===== config.mk =====
export PLATFORM = sky130hd
export DESIGN_NAME = mux_bus_bridge
export DESIGN_NICKNAME = d
export VERILOG_FILES = /design/src/rtl/mux_bus_pkg.sv /design/src/rtl/addr_latch.sv /design/src/rtl/bank_capture.sv /design/src/rtl/cmd_decode.sv /design/src/rtl/mux_bus_bridge.sv
export SDC_FILE = /design/constraint.sdc
export NUM_CORES = 1
export LEC_CHECK = 0
export BUFFER_PORTS_ARGS = -buffer_cell sky130_fd_sc_hd__buf_2
export CAP_MARGIN = 20
export CORE_MARGIN = 3
export CORE_UTILIZATION = 48
export CTS_CLUSTER_SIZE = 12
export DETAILED_ROUTE_END_ITERATION = 16
export MAX_ROUTING_LAYER = met4
export PLACE_DENSITY = 0.87
export SLEW_MARGIN = 20
export SYNTH_ARGS = -nofsm -noshare
export SYNTH_HDL_FRONTEND = slang
export SYNTH_SLANG_ARGS = --single-unit

===== constraint.sdc =====
create_clock -name clk -period 1.5 [get_ports clk]
set_input_delay 0.075 -clock clk [delete_from_list [all_inputs] [get_ports clk]]
set_output_delay 0.075 -clock clk [all_outputs]
set_load 0.02 [all_outputs]

===== src/rtl/mux_bus_pkg.sv =====
package mux_bus_pkg;
  localparam int NUM_CMD  = 4;
  localparam int IDX_MRD  = 0;
  localparam int IDX_MWR  = 1;
  localparam int IDX_IORD = 2;
  localparam int IDX_IOWR = 3;

  typedef struct packed {
    logic [NUM_CMD-1:0] hot;
    logic               err;
  } cmd_dec_t;

  function automatic cmd_dec_t decode_cmd(input logic rd_n, input logic wr_n,
                                          input logic mem_sel, input logic hold);
    cmd_dec_t d;
    d.hot = '0;
    d.err = 1'b0;
    if (!hold) begin
      if (!rd_n && !wr_n) d.err = 1'b1;
      else if (!rd_n) d.hot[mem_sel ? IDX_MRD : IDX_IORD] = 1'b1;
      else if (!wr_n) d.hot[mem_sel ? IDX_MWR : IDX_IOWR] = 1'b1;
    end
    return d;
  endfunction
endpackage


===== src/rtl/addr_latch.sv =====
module addr_latch #(
  parameter int AD_W = 16,
  parameter int AS_W = 4,
  localparam int ADDR_W = AD_W + AS_W
) (
  input  logic              clk,
  input  logic              rst_n,
  input  logic              ale_i,
  input  logic [AD_W-1:0]   ad_i,
  input  logic [AS_W-1:0]   as_i,
  input  logic              bhe_n_i,
  output logic [ADDR_W-1:0] addr_o,
  output logic              be_lo_o,
  output logic              be_hi_o
);
  logic [ADDR_W-1:0] addr_q;
  logic              bhe_n_q;

  always_ff @(posedge clk or negedge rst_n) begin
    if (!rst_n) begin
      addr_q  <= '0;
      bhe_n_q <= 1'b1;
    end else if (ale_i) begin
      addr_q  <= {as_i, ad_i};
      bhe_n_q <= bhe_n_i;
    end
  end

  assign addr_o  = addr_q;
  assign be_lo_o = ~addr_q[0];
  assign be_hi_o = ~bhe_n_q;

  p_addr_capture_r1: assert property (@(posedge clk) disable iff (!rst_n)
    ale_i |=> addr_q == $past({as_i, ad_i}));
  p_addr_hold_r2: assert property (@(posedge clk) disable iff (!rst_n)
    !ale_i |=> ($stable(addr_q) && $stable(bhe_n_q)));
endmodule


===== src/rtl/bank_capture.sv =====
module bank_capture #(
  parameter int BANK_W = 2
) (
  input  logic              clk,
  input  logic              rst_n,
  input  logic              ale_i,
  input  logic [BANK_W-1:0] st_i,
  output logic [BANK_W-1:0] bank_o
);
  logic              ale_d;
  logic [BANK_W-1:0] bank_q;
  logic              ale_fall;

  assign ale_fall = ale_d && !ale_i;

  always_ff @(posedge clk or negedge rst_n) begin
    if (!rst_n) begin
      ale_d  <= 1'b0;
      bank_q <= '0;
    end else begin
      ale_d <= ale_i;
      if (ale_fall) bank_q <= st_i;
    end
  end

  assign bank_o = bank_q;

  p_bank_capture_r3: assert property (@(posedge clk) disable iff (!rst_n)
    ($past(ale_i) && !ale_i) |=> bank_q == $past(st_i));
  p_bank_hold_r3: assert property (@(posedge clk) disable iff (!rst_n)
    !($past(ale_i) && !ale_i) |=> $stable(bank_q));
endmodule


===== src/rtl/cmd_decode.sv =====
module cmd_decode
  import mux_bus_pkg::*;
(
  input  logic               clk,
  input  logic               rst_n,
  input  logic               rd_n_i,
  input  logic               wr_n_i,
  input  logic               mio_i,
  input  logic               hlda_i,
  output logic [NUM_CMD-1:0] cmd_n_o,
  output logic               err_o
);
  cmd_dec_t dec;
  logic [NUM_CMD-1:0] hot_q;
  logic               err_q;

  assign dec = decode_cmd(rd_n_i, wr_n_i, mio_i, hlda_i);

  always_ff @(posedge clk or negedge rst_n) begin
    if (!rst_n) begin
      hot_q <= '0;
      err_q <= 1'b0;
    end else begin
      hot_q <= dec.hot;
      err_q <= dec.err;
    end
  end

  for (genvar i = 0; i < NUM_CMD; i++) begin : g_cmd
    assign cmd_n_o[i] = ~hot_q[i];
  end
  assign err_o = err_q;

  p_mem_read_r4: assert property (@(posedge clk) disable iff (!rst_n)
    (!rd_n_i && wr_n_i && mio_i && !hlda_i) |=> !cmd_n_o[IDX_MRD]);
  p_io_write_r4: assert property (@(posedge clk) disable iff (!rst_n)
    (rd_n_i && !wr_n_i && !mio_i && !hlda_i) |=> !cmd_n_o[IDX_IOWR]);
  p_single_cmd_r5: assert property (@(posedge clk) disable iff (!rst_n)
    $countones(~cmd_n_o) <= 1);
  p_conflict_r6: assert property (@(posedge clk) disable iff (!rst_n)
    (!rd_n_i && !wr_n_i && !hlda_i) |=> (err_o && (&cmd_n_o)));
  p_hold_quiet_r7: assert property (@(posedge clk) disable iff (!rst_n)
    hlda_i |=> ((&cmd_n_o) && !err_o));
endmodule


===== src/rtl/mux_bus_bridge.sv =====
module mux_bus_bridge
  import mux_bus_pkg::*;
#(
  parameter int AD_W   = 16,
  parameter int AS_W   = 4,
  parameter int BANK_W = 2,
  localparam int ADDR_W = AD_W + AS_W,
  localparam int SYS_W  = ADDR_W + BANK_W
) (
  input  logic             clk,
  input  logic             rst_n,
  input  logic             ale_i,
  input  logic [AD_W-1:0]  ad_i,
  input  logic [AS_W-1:0]  as_i,
  input  logic             bhe_n_i,
  input  logic             rd_n_i,
  input  logic             wr_n_i,
  input  logic             mio_i,
  input  logic             hlda_i,
  output logic [SYS_W-1:0] sys_addr_o,
  output logic             be_lo_o,
  output logic             be_hi_o,
  output logic             mem_rd_n_o,
  output logic             mem_wr_n_o,
  output logic             io_rd_n_o,
  output logic             io_wr_n_o,
  output logic             proto_err_o
);
  logic [ADDR_W-1:0]  addr;
  logic [BANK_W-1:0]  bank;
  logic [NUM_CMD-1:0] cmd_n;

  addr_latch #(.AD_W(AD_W), .AS_W(AS_W)) u_addr (
    .clk(clk), .rst_n(rst_n), .ale_i(ale_i), .ad_i(ad_i), .as_i(as_i),
    .bhe_n_i(bhe_n_i), .addr_o(addr), .be_lo_o(be_lo_o), .be_hi_o(be_hi_o)
  );

  bank_capture #(.BANK_W(BANK_W)) u_bank (
    .clk(clk), .rst_n(rst_n), .ale_i(ale_i), .st_i(as_i[BANK_W-1:0]),
    .bank_o(bank)
  );

  cmd_decode u_cmd (
    .clk(clk), .rst_n(rst_n), .rd_n_i(rd_n_i), .wr_n_i(wr_n_i),
    .mio_i(mio_i), .hlda_i(hlda_i), .cmd_n_o(cmd_n), .err_o(proto_err_o)
  );

  assign sys_addr_o = {bank, addr};
  assign mem_rd_n_o = cmd_n[IDX_MRD];
  assign mem_wr_n_o = cmd_n[IDX_MWR];
  assign io_rd_n_o  = cmd_n[IDX_IORD];
  assign io_wr_n_o  = cmd_n[IDX_IOWR];
endmodule


## Yosys cells after proc, flatten, opt, wreduce, memory -nomap -nowiden

Index checks and enable logic that the tools add are counted.

- Bits in registers: 29
- Input bits: 28
- Output and inout port bits: 29
- Logic and storage cells: 34

- Magnitude comparators: 4
- Muxes and demuxes: 11
- Bitwise gates (word level): 6
- Reductions and logical operators: 7

Operators by type and width:

| kind | count |
|---|---|
| 32-bit by 1-bit greater-or-equal comparator with 1-bit output (second input constant) | 2 |
| 32-bit by 4-bit less-than comparator with 1-bit output (second input constant) | 2 |
| 4-bit 2-to-1 mux | 3 |
| 1-bit NOT | 6 |
| 5-bit 2-to-1 mux | 1 |
| 1-bit demux with 2-bit select | 2 |
| 1-bit logical AND | 4 |
| 2-bit 2-to-1 mux | 2 |
| 1-bit logical NOT | 3 |
| 1-bit 2-to-1 mux | 3 |

## Logic depth before layout (Yosys ltp)

Gate-level depths: netlist (run 1).

- Depth in word-level cells: 9
- Gate-level depth with buffers: 4
- Gate-level depth less buffers: 2

## By module

Synthesis (run 1) repeated with hierarchy kept, for this count alone.

- Cells, all modules: 66
- Area total of the unflattened synthesis: 1174.9 µm²

Modules (own cells, without submodules):

| module | times used | cells each | area each (µm²) | sequential area each (µm²) |
|---|---|---|---|---|
| addr_latch | 1 | 46 | 868.3 | 526.8 |
| cmd_decode | 1 | 14 | 187.7 | 125.1 |
| bank_capture | 1 | 6 | 118.9 | 75.1 |

## Worst setup path before layout (run 1)

No wires, ideal clock.

- Kind: register -> register
- From: register u_bank.ale_d
- To: register u_bank.bank_q[0] (netlist: u_bank.bank_o[0])
- Library setup time: 0.125 ns
- Arrival: 0.762 ns
- Required time: 1.375 ns
- Setup slack: 0.614 ns
- Stages on the path, launching flop included: 3
- Buffers on the path: 0
- Period minus slack after synthesis: 0.886 ns
- Path through: dfrtp_1 > nor2b_2 > mux2_2

- Longest elaborated chain between the ends: 1

Ends and longest elaborated chain:

| item | line | RTL |
|---|---|---|
| start, declared | bank_capture.sv:10 | `logic ale_d;` |
| start signal, assigned | bank_capture.sv:21 | `ale_d <= ale_i;` |
| 1-bit logical AND | bank_capture.sv:14 | `assign ale_fall = ale_d && !ale_i;` |
| end signal, assigned | bank_capture.sv:22 | `if (ale_fall) bank_q <= st_i;` |
| end, declared | bank_capture.sv:11 | `logic [BANK_W-1:0] bank_q;` |

No other way between the ends.
A chain may end at the register's enable or synchronous reset.

==> qor.yml, run 1 <==
cp-start-kind: "primary input"
power_density_mw_per_mm2: 1014
grt_start_max_net_pins: 30
fin_crit_ns: 1.414
drc: 0
crit_slowest_cell: "dlygate4sd3_1"
maxSlewViolCount: 0
antenna_found_initial: 0
slew_headroom: 0.5994
num_rows: 17
drive_gt1_frac: 0.5625
wire_per_inst_um: 14.90
root_buffer: "clkbuf_4"
syn-num-nets: 97
cp.required_ns: 1.75
clockBufferDepth: 2
peakVddDrop_mv: 0.8376
core_area_mm2: 0.002255
grt_usage: 0.2093
cp_top_family: "buffers and inverters"
cp.arrival_ns: 1.67
synth.cell_area_mm2: 0.001152
critPathMaxStageDelay_ns: 0.61
syn_avg_cell_area_um2: 16.70
final_cell_mix: "56 x buf_2, 29 x dlygate4sd3_1, 28 x dfrtp_1"
firstDrtPassIters: 3
synth.distinct_cells: 13
cp_cell_sequence: "dlygate4sd3_1, buf_2, nor4b_2, dlygate4sd3_1"
tns_ns: 0
drv_cap: 0
place_ws_ns: 0.3726
fp.dieArea_mm2: 0.003024
num_antenna_cells: 0
start_util: 0.5111
hp-class: "in -> reg"
cpMostUsedCell: "dlygate4sd3_1"
die_h_um: 55.00
wl_um: 2802
insertion_delay_ns: 0.32
grt_pass1_vias: 907
place.port_buffers: 56
worstSetupPathType: "in -> reg"
syn_to_final_growth_pct: 57.11
drt-vias-per-instance: 4.713
cts_tree: "done"
io_pins: 57
cts-buffers-inserted: 5
status: "completed"
rsz0062_at_grt: "no"
dp_hpwl_um: 1610
finalHoldViolations: 0
crit_fanout: 5
vias: 886
setup_ws_ns: 0.08585
drt_iter0_markers: 2
period_share: 0.9428
path_clk_slew_ns: 0.09
worstMarginPinSlew_ns: 0.6008
gp_congestion: 0.6269
yosysSeqAreaShare: 0.6308
worstSetupEndpointType: "flop"
synth_cells: 69
cts_max_level: 2
fmax_mhz: 707.1
layout_commonest_cell: "buf_2"
synth-seq-cells: 29
grt.overflow.total: 0
fp.dieW_um: 55.00
yosysWarnings: 0
nets: 187
clock-sinks: 29
ant_nets: 0
crit_buf_inv: 3
grt_pass1_wl_um: 4084
final-setup-viol-count: 0
skew_ns: 0.003043
postCtsSetupBuffers: 0
leakagePower_nw: 0.9235
metrics by stage:
| step | util | hold slack [ns] | area, um^2 | power, W | instances |
|---|---|---|---|---|---|
| after detailed placement | 0.6376 | 0.1263 | 1438 | 0.001246 | 151 |
| after global placement | 0.6376 | 0.1107 | 1438 | 0.001235 | 151 |
| after CTS | 0.7974 | 0.02982 | 1798 | 0.001841 | 188 |
| after global routing | 0.8030 | 0.02874 | 1810 | 0.001932 | 188 |
| final | 0.8030 | 0.03613 | 1810 | 0.001835 | 188 |
| after floorplan | - | -0.2206 | 1152 | 0.001110 | 69 |
flip-flops by register name (all words and copies together), names as in the netlist:
name / flops
u_bank.ale_d: 1
u_bank.bank_o: 2
u_cmd.hot_q: 4
u_addr.addr_o: 20
u_cmd.err_o: 1
u_addr.bhe_n_q: 1
power by group:
part / switching (W) / internal [W]
combinational: 0.000201 / 0.000206
clock: 0.000270 / 0.000271
sequential: 0.0000355 / 0.000852
per-layer routing:
| metal | routed length (um) | up-vias | GRT usage |
|---|---|---|---|
| met5 | 0 | - | - |
| met4 | 34 | 0 | 0.06073 |
| met3 | 223 | 6 | 0.08579 |
| met2 | 1428 | 41 | 0.3622 |
| met1 | 1116 | 426 | 0.2180 |
| li1 | - | 413 | - |
what timing repair did:
action / CTS / global route
hold buffers: 29 / 0
setup endpoints to repair: 0 / 2
gates resized for setup: 0 / 2
endpoints found under the hold margin: 56 / 0
cells by family after synthesis:
family / Yosys count / synth area share
mux: 21 / 0.2573
compound gates: 2 / 0.008687
simple gates: 8 / 0.05103
buf+inv: 9 / 0.05211
flops: 29 / 0.6308
path summary, 6_finish.rpt:
path	startpoint	to	slack, ns	cells past startpoint
max in group asynchronous	rst_n	u_addr.addr_o[1]$_DFFE_PN0P_	0.80	2
hold reg to reg	u_addr.bhe_n_q$_DFFE_PN1P_	u_addr.bhe_n_q$_DFFE_PN1P_	0.51	2
hold / removal	ale_i	u_bank.ale_d$_DFF_PN0_	0.04	1
min in group asynchronous	rst_n	u_addr.addr_o[12]$_DFFE_PN0P_	0.30	2
setup reg to reg	u_bank.ale_d$_DFF_PN0_	u_bank.bank_o[0]$_DFFE_PN0P_	0.57	2
setup / recovery	rd_n_i	u_cmd.hot_q[2]$_DFF_PN0_	0.09	4
layout make-up:
cell class / instances / area, um^2
Inverter: 6 / 22.52
Clock buffer: 7 / 65.06
Fill cell: 145 / 444.2
Clock inverter: 1 / 5.005
Sequential cell: 29 / 726.9
Timing Repair Buffer: 86 / 578.1
Multi-Input combinational cell: 31 / 377.9
Tap cell: 28 / 35.03
synth_stat cells:
cell / instances / area share
buf_8: 1 / 0.013
mux2_4: 16 / 0.21
nor3_1: 1 / 0.0043
nor2b_2: 1 / 0.0076
inv_1: 6 / 0.020
mux2_2: 5 / 0.049
buf_6: 2 / 0.020
nor4b_1: 2 / 0.015
nor4bb_1: 2 / 0.017
dfrtp_1: 28 / 0.61
nand2_1: 2 / 0.0065
dfstp_2: 1 / 0.023
o21ai_0: 2 / 0.0087
Note: power is estimated with default switching activity, not from simulation.
==> run 2: changes to the inputs <==
Settings changed: CORE_MARGIN 3 to unset, SLEW_MARGIN 20 to 10.
==> qor.yml, run 2 (synthesized netlist as in run 1, its figures left out) <==
cp_top_family: "buffers and inverters"
final-setup-viol-count: 0
wl_um: 2695
power_density_mw_per_mm2: 1005
drt_iter0_markers: 8
instances_no_fill: 190
worstSetupEndpointType: "flop"
place.port_buffers: 56
finalHoldViolations: 0
drc: 0
cp_cell_sequence: "dlygate4sd3_1, buf_2, nor4b_1, dlygate4sd3_1"
wire_per_inst_um: 14.18
crit_fanout: 4
root_buffer: "clkbuf_4"
nets: 189
fillers: 136
grt_pass1_wl_um: 4353
num_rows: 17
cts-buffers-inserted: 5
ff2ff_path_depth: 2
crit_buf_inv: 3
cts_resized: 0
fp.dieArea_mm2: 0.002600
grt.overflow.total: 0
vias: 885
syn_to_final_growth_pct: 57.55
status: "completed"
clock-sinks: 29
grt_pass1_vias: 966
crit_slowest_cell: "dlygate4sd3_1"
slew_headroom: 0.5961
worstSetupEndpoint: "u_cmd.hot_q[3]$_DFF_PN0_"
drive_gt1_frac: 0.5494
regArea_um2: 726.9
cts_tree: "done"
layout_commonest_cell: "buf_2"
hold_ws_ns: 0.2897
r2r-end: "u_bank.bank_o[1]$_DFFE_PN0P_"
power.total_w: 0.001824
leakagePower_nw: 0.9301
drt-vias-per-instance: 4.658
skew_ns: 0.0007318
cpMostUsedCell: "dlygate4sd3_1"
startpoint: "mio_i"
critPathMaxStageDelay_ns: 0.59
io_pins: 57
drv_cap: 0
grt_usage: 0.2533
peakVddDrop_mv: 0.9874
fp.dieW_um: 51.00
fmax_mhz: 714.3
hp-class: "in -> async"
worstSetupPathType: "in -> reg"
dp_hpwl_um: 1538
cp.required_ns: 1.77
rsz0062_at_grt: "no"
firstDrtPassIters: 3
cts_max_level: 2
ant_nets: 0
fin_crit_ns: 1.400
gp_congestion: 0.6545
multiInputGateArea_um2: 365.4
start_util: 0.5160
worstMarginPinSlew_ns: 0.6058
clockBufferDepth: 2
cp_num_cells: 4
final_cell_mix: "56 x buf_2, 30 x dlygate4sd3_1, 28 x dfrtp_1"
grt_start_max_net_pins: 30
period_share: 0.9333
num_antenna_cells: 0
r2r_slack_ns: 0.56
path_clk_slew_ns: 0.09
largest_reg_flops: 20
cp-start-kind: "primary input"
cp.arrival_ns: 1.67
die_h_um: 51.00
tns_ns: 0
core_area_mm2: 0.002233
regToRegStartpoint: "u_bank.ale_d$_DFF_PN0_"
insertion_delay_ns: 0.32
maxSlewViolCount: 0
placed_cells: 152
antenna_found_initial: 0
-- run 2: cell count changes in the layout (fill, tap and decap cells not counted), sizes merged --
| cell | before | now |
|---|---|---|
| dlygate4sd3 | 29 | 30 |
| buf | 57 | 58 |
-- run 2: where the power goes --
group / leakage [nW] / internal [W] / switching, W / total [W]
Combinational: 0.541 / 0.000208 / 0.000200 / 0.000408
Clock: 0.0413 / 0.000271 / 0.000259 / 0.000531
Sequential: 0.348 / 0.000852 / 0.0000339 / 0.000886
Total: 0.930 / 0.00133 / 0.000493 / 0.00182
-- run 2: layout make-up --
class / instances / area share
Clock buffer: 7 / 0.03584
Clock inverter: 1 / 0.002757
Inverter: 6 / 0.01241
Multi-Input combinational cell: 31 / 0.2012
Sequential cell: 29 / 0.4004
Tap cell: 28 / 0.01930
Timing Repair Buffer: 88 / 0.3280
-- run 2: metal layers --
metal	up-vias	GRT usage	wire length (um)
met5	-	-	0
met3	4	0.09821	152
li1	419	-	-
met1	427	0.2500	990
met2	35	0.4320	1511
met4	0	0.1250	40
-- run 2: worst min path at each step --
stage               slack [ns]  startpoint                             to  cells past startpoint
floorplan                -0.22       rst_n   u_addr.addr_o[0]$_DFFE_PN0P_                      0
global placement          0.12       rst_n  u_addr.addr_o[10]$_DFFE_PN0P_                      1
detailed placement        0.13       rst_n   u_addr.addr_o[6]$_DFFE_PN0P_                      1
CTS                     0.0002     as_i[1]  u_addr.addr_o[17]$_DFFE_PN0P_                      2
global route              0.34       rst_n   u_addr.addr_o[6]$_DFFE_PN0P_                      2
finish                    0.29       rst_n   u_addr.addr_o[6]$_DFFE_PN0P_                      2
-- run 2: repair_timing --
action,CTS,global route
setup buffers,0,0
hold buffers,29,1
endpoints found under the hold margin,55,2
setup endpoints to repair,0,0
-- run 2: per-stage QoR --
step	area, um^2	utilization	setup WS, ns
4_1_cts	1805	0.8084	0.1682
6_report	1815	0.8129	0.1000
2_1_floorplan	1152	-	0.6135
5_1_grt	1815	0.8129	0.08808
3_5_place_dp	1445	0.6471	0.5447
3_3_place_gp	1445	0.6471	0.5693
==> run 3: changes to the inputs <==
Settings changed: GPL_TIMING_DRIVEN set to 1, RECOVER_POWER set to 25.
==> qor.yml, run 3 (synthesized netlist as in run 1, its figures left out) <==
grt.overflow.total: 0
peakVddDrop_mv: 0.9869
nets: 189
drv_cap: 0
drt-vias-per-instance: 4.689
final_cell_mix: "53 x buf_2, 30 x dlygate4sd3_1, 28 x dfrtp_1"
cts_max_level: 2
hp-class: "in -> async"
final-setup-viol-count: 0
skew_ns: 0.001017
layout_commonest_cell: "buf_2"
worstMarginPinSlew_ns: 0.6716
vias: 891
firstDrtPassIters: 3
start_util: 0.5160
clockBufferDepth: 2
num_antenna_cells: 0
clock-sinks: 29
io_pins: 57
cts_resized: 0
drt_iter0_markers: 8
cts-buffers-inserted: 5
cp.required_ns: 1.77
grt_pass1_wl_um: 4353
antenna_found_initial: 0
root_buffer: "clkbuf_4"
fp.dieW_um: 51.00
worstSetupEndpointType: "flop"
status: "completed"
num_rows: 17
largest_reg_flops: 20
worstSetupPathType: "in -> reg"
grt_use_met3: 0.09821
crit_fanout: 5
ant_nets: 0
maxSlewViolCount: 0
period_share: 0.9457
die_h_um: 51.00
grt_pass1_vias: 966
cp.arrival_ns: 1.69
place.port_buffers: 56
cts_tree: "done"
fmax_mhz: 704.9
wl_um: 2699
insertion_delay_ns: 0.32
drive_gt1_frac: 0.5370
fin_crit_ns: 1.419
grt_start_max_net_pins: 30
gp_congestion: 0.6545
power_density_mw_per_mm2: 1006
syn_to_final_growth_pct: 57.33
rsz0062_at_grt: "no"
postPlaceCellArea_mm2: 0.001445
power.total_w: 0.001824
grt_usage: 0.2533
dp_hpwl_um: 1538
fin_area_mm2: 0.001813
leakagePower_nw: 0.9248
grt_busiest_layer: "met2"
fp.dieArea_mm2: 0.002600
gr-usage-met2: 0.4320
wire_per_inst_um: 14.21
postCtsSetupBuffers: 0
drc: 0
cp-start-kind: "primary input"
grtUsageMet1: 0.2500
finalHoldViolations: 0
path_clk_slew_ns: 0.09
core_area_mm2: 0.002233
tns_ns: 0
placed_cells: 152
slew_headroom: 0.5523
instances_no_fill: 190
## run 3: what timing repair did
item,in CTS,in global routing
hold buffers,29,1
endpoints found under the hold margin,55,2
endpoints found under the setup margin,0,0
## run 3: per-stage QoR
step,hold slack (ns),setup WS [ns],util
after floorplan,-0.2206,0.6135,-
after global placement,0.1165,0.5693,0.6471
after detailed placement,0.1277,0.5447,0.6471
after CTS,0.0001638,0.1682,0.8084
after global routing,0.3734,0.04850,0.8118
final,0.3112,0.08146,0.8118
## run 3: area by class of cell
class,count,area (um^2)
Multi-Input combinational cell,31,365.4
Clock inverter,1,5.005
Tap cell,28,35.03
Fill cell,137,420.4
Sequential cell,29,726.9
Clock buffer,7,65.06
Inverter,6,22.52
Timing Repair Buffer,88,593.1
## run 3: where the power goes
part           total, W  internal [W]  leakage (nW)  switching (W)
Sequential     0.000886      0.000852         0.348      0.0000339
Combinational  0.000407      0.000208         0.535       0.000200
Clock          0.000531      0.000271        0.0413       0.000259
Total           0.00182       0.00133         0.925       0.000493
## run 3: worst max-delay path, cell delays in order
cell           delay (ns)
dlygate4sd3_1        0.54
clkbuf_1             0.21
nor4b_1              0.28
dlygate4sd3_1        0.59
## run 3: worst paths after layout
path | depth (start not counted) | start | endpoint | slack [ns]
max reg2reg | 2 | u_bank.ale_d$_DFF_PN0_ | u_bank.bank_o[1]$_DFFE_PN0P_ | 0.56
min | 2 | rst_n | u_addr.addr_o[6]$_DFFE_PN0P_ | 0.31
min reg2reg | 1 | u_addr.addr_o[15]$_DFFE_PN0P_ | u_addr.addr_o[15]$_DFFE_PN0P_ | 0.51
min in group clk | 1 | u_addr.addr_o[15]$_DFFE_PN0P_ | u_addr.addr_o[15]$_DFFE_PN0P_ | 0.51
max | 4 | rd_n_i | u_cmd.hot_q[3]$_DFF_PN0_ | 0.08
max in group asynchronous | 2 | rst_n | u_addr.addr_o[15]$_DFFE_PN0P_ | 0.75
## run 3: per-layer routing
layer / up-vias / part of all wire
met1: 432 / 0.37
met3: 4 / 0.056
met5: - / 0
li1: 420 / -
met2: 35 / 0.56
met4: 0 / 0.015
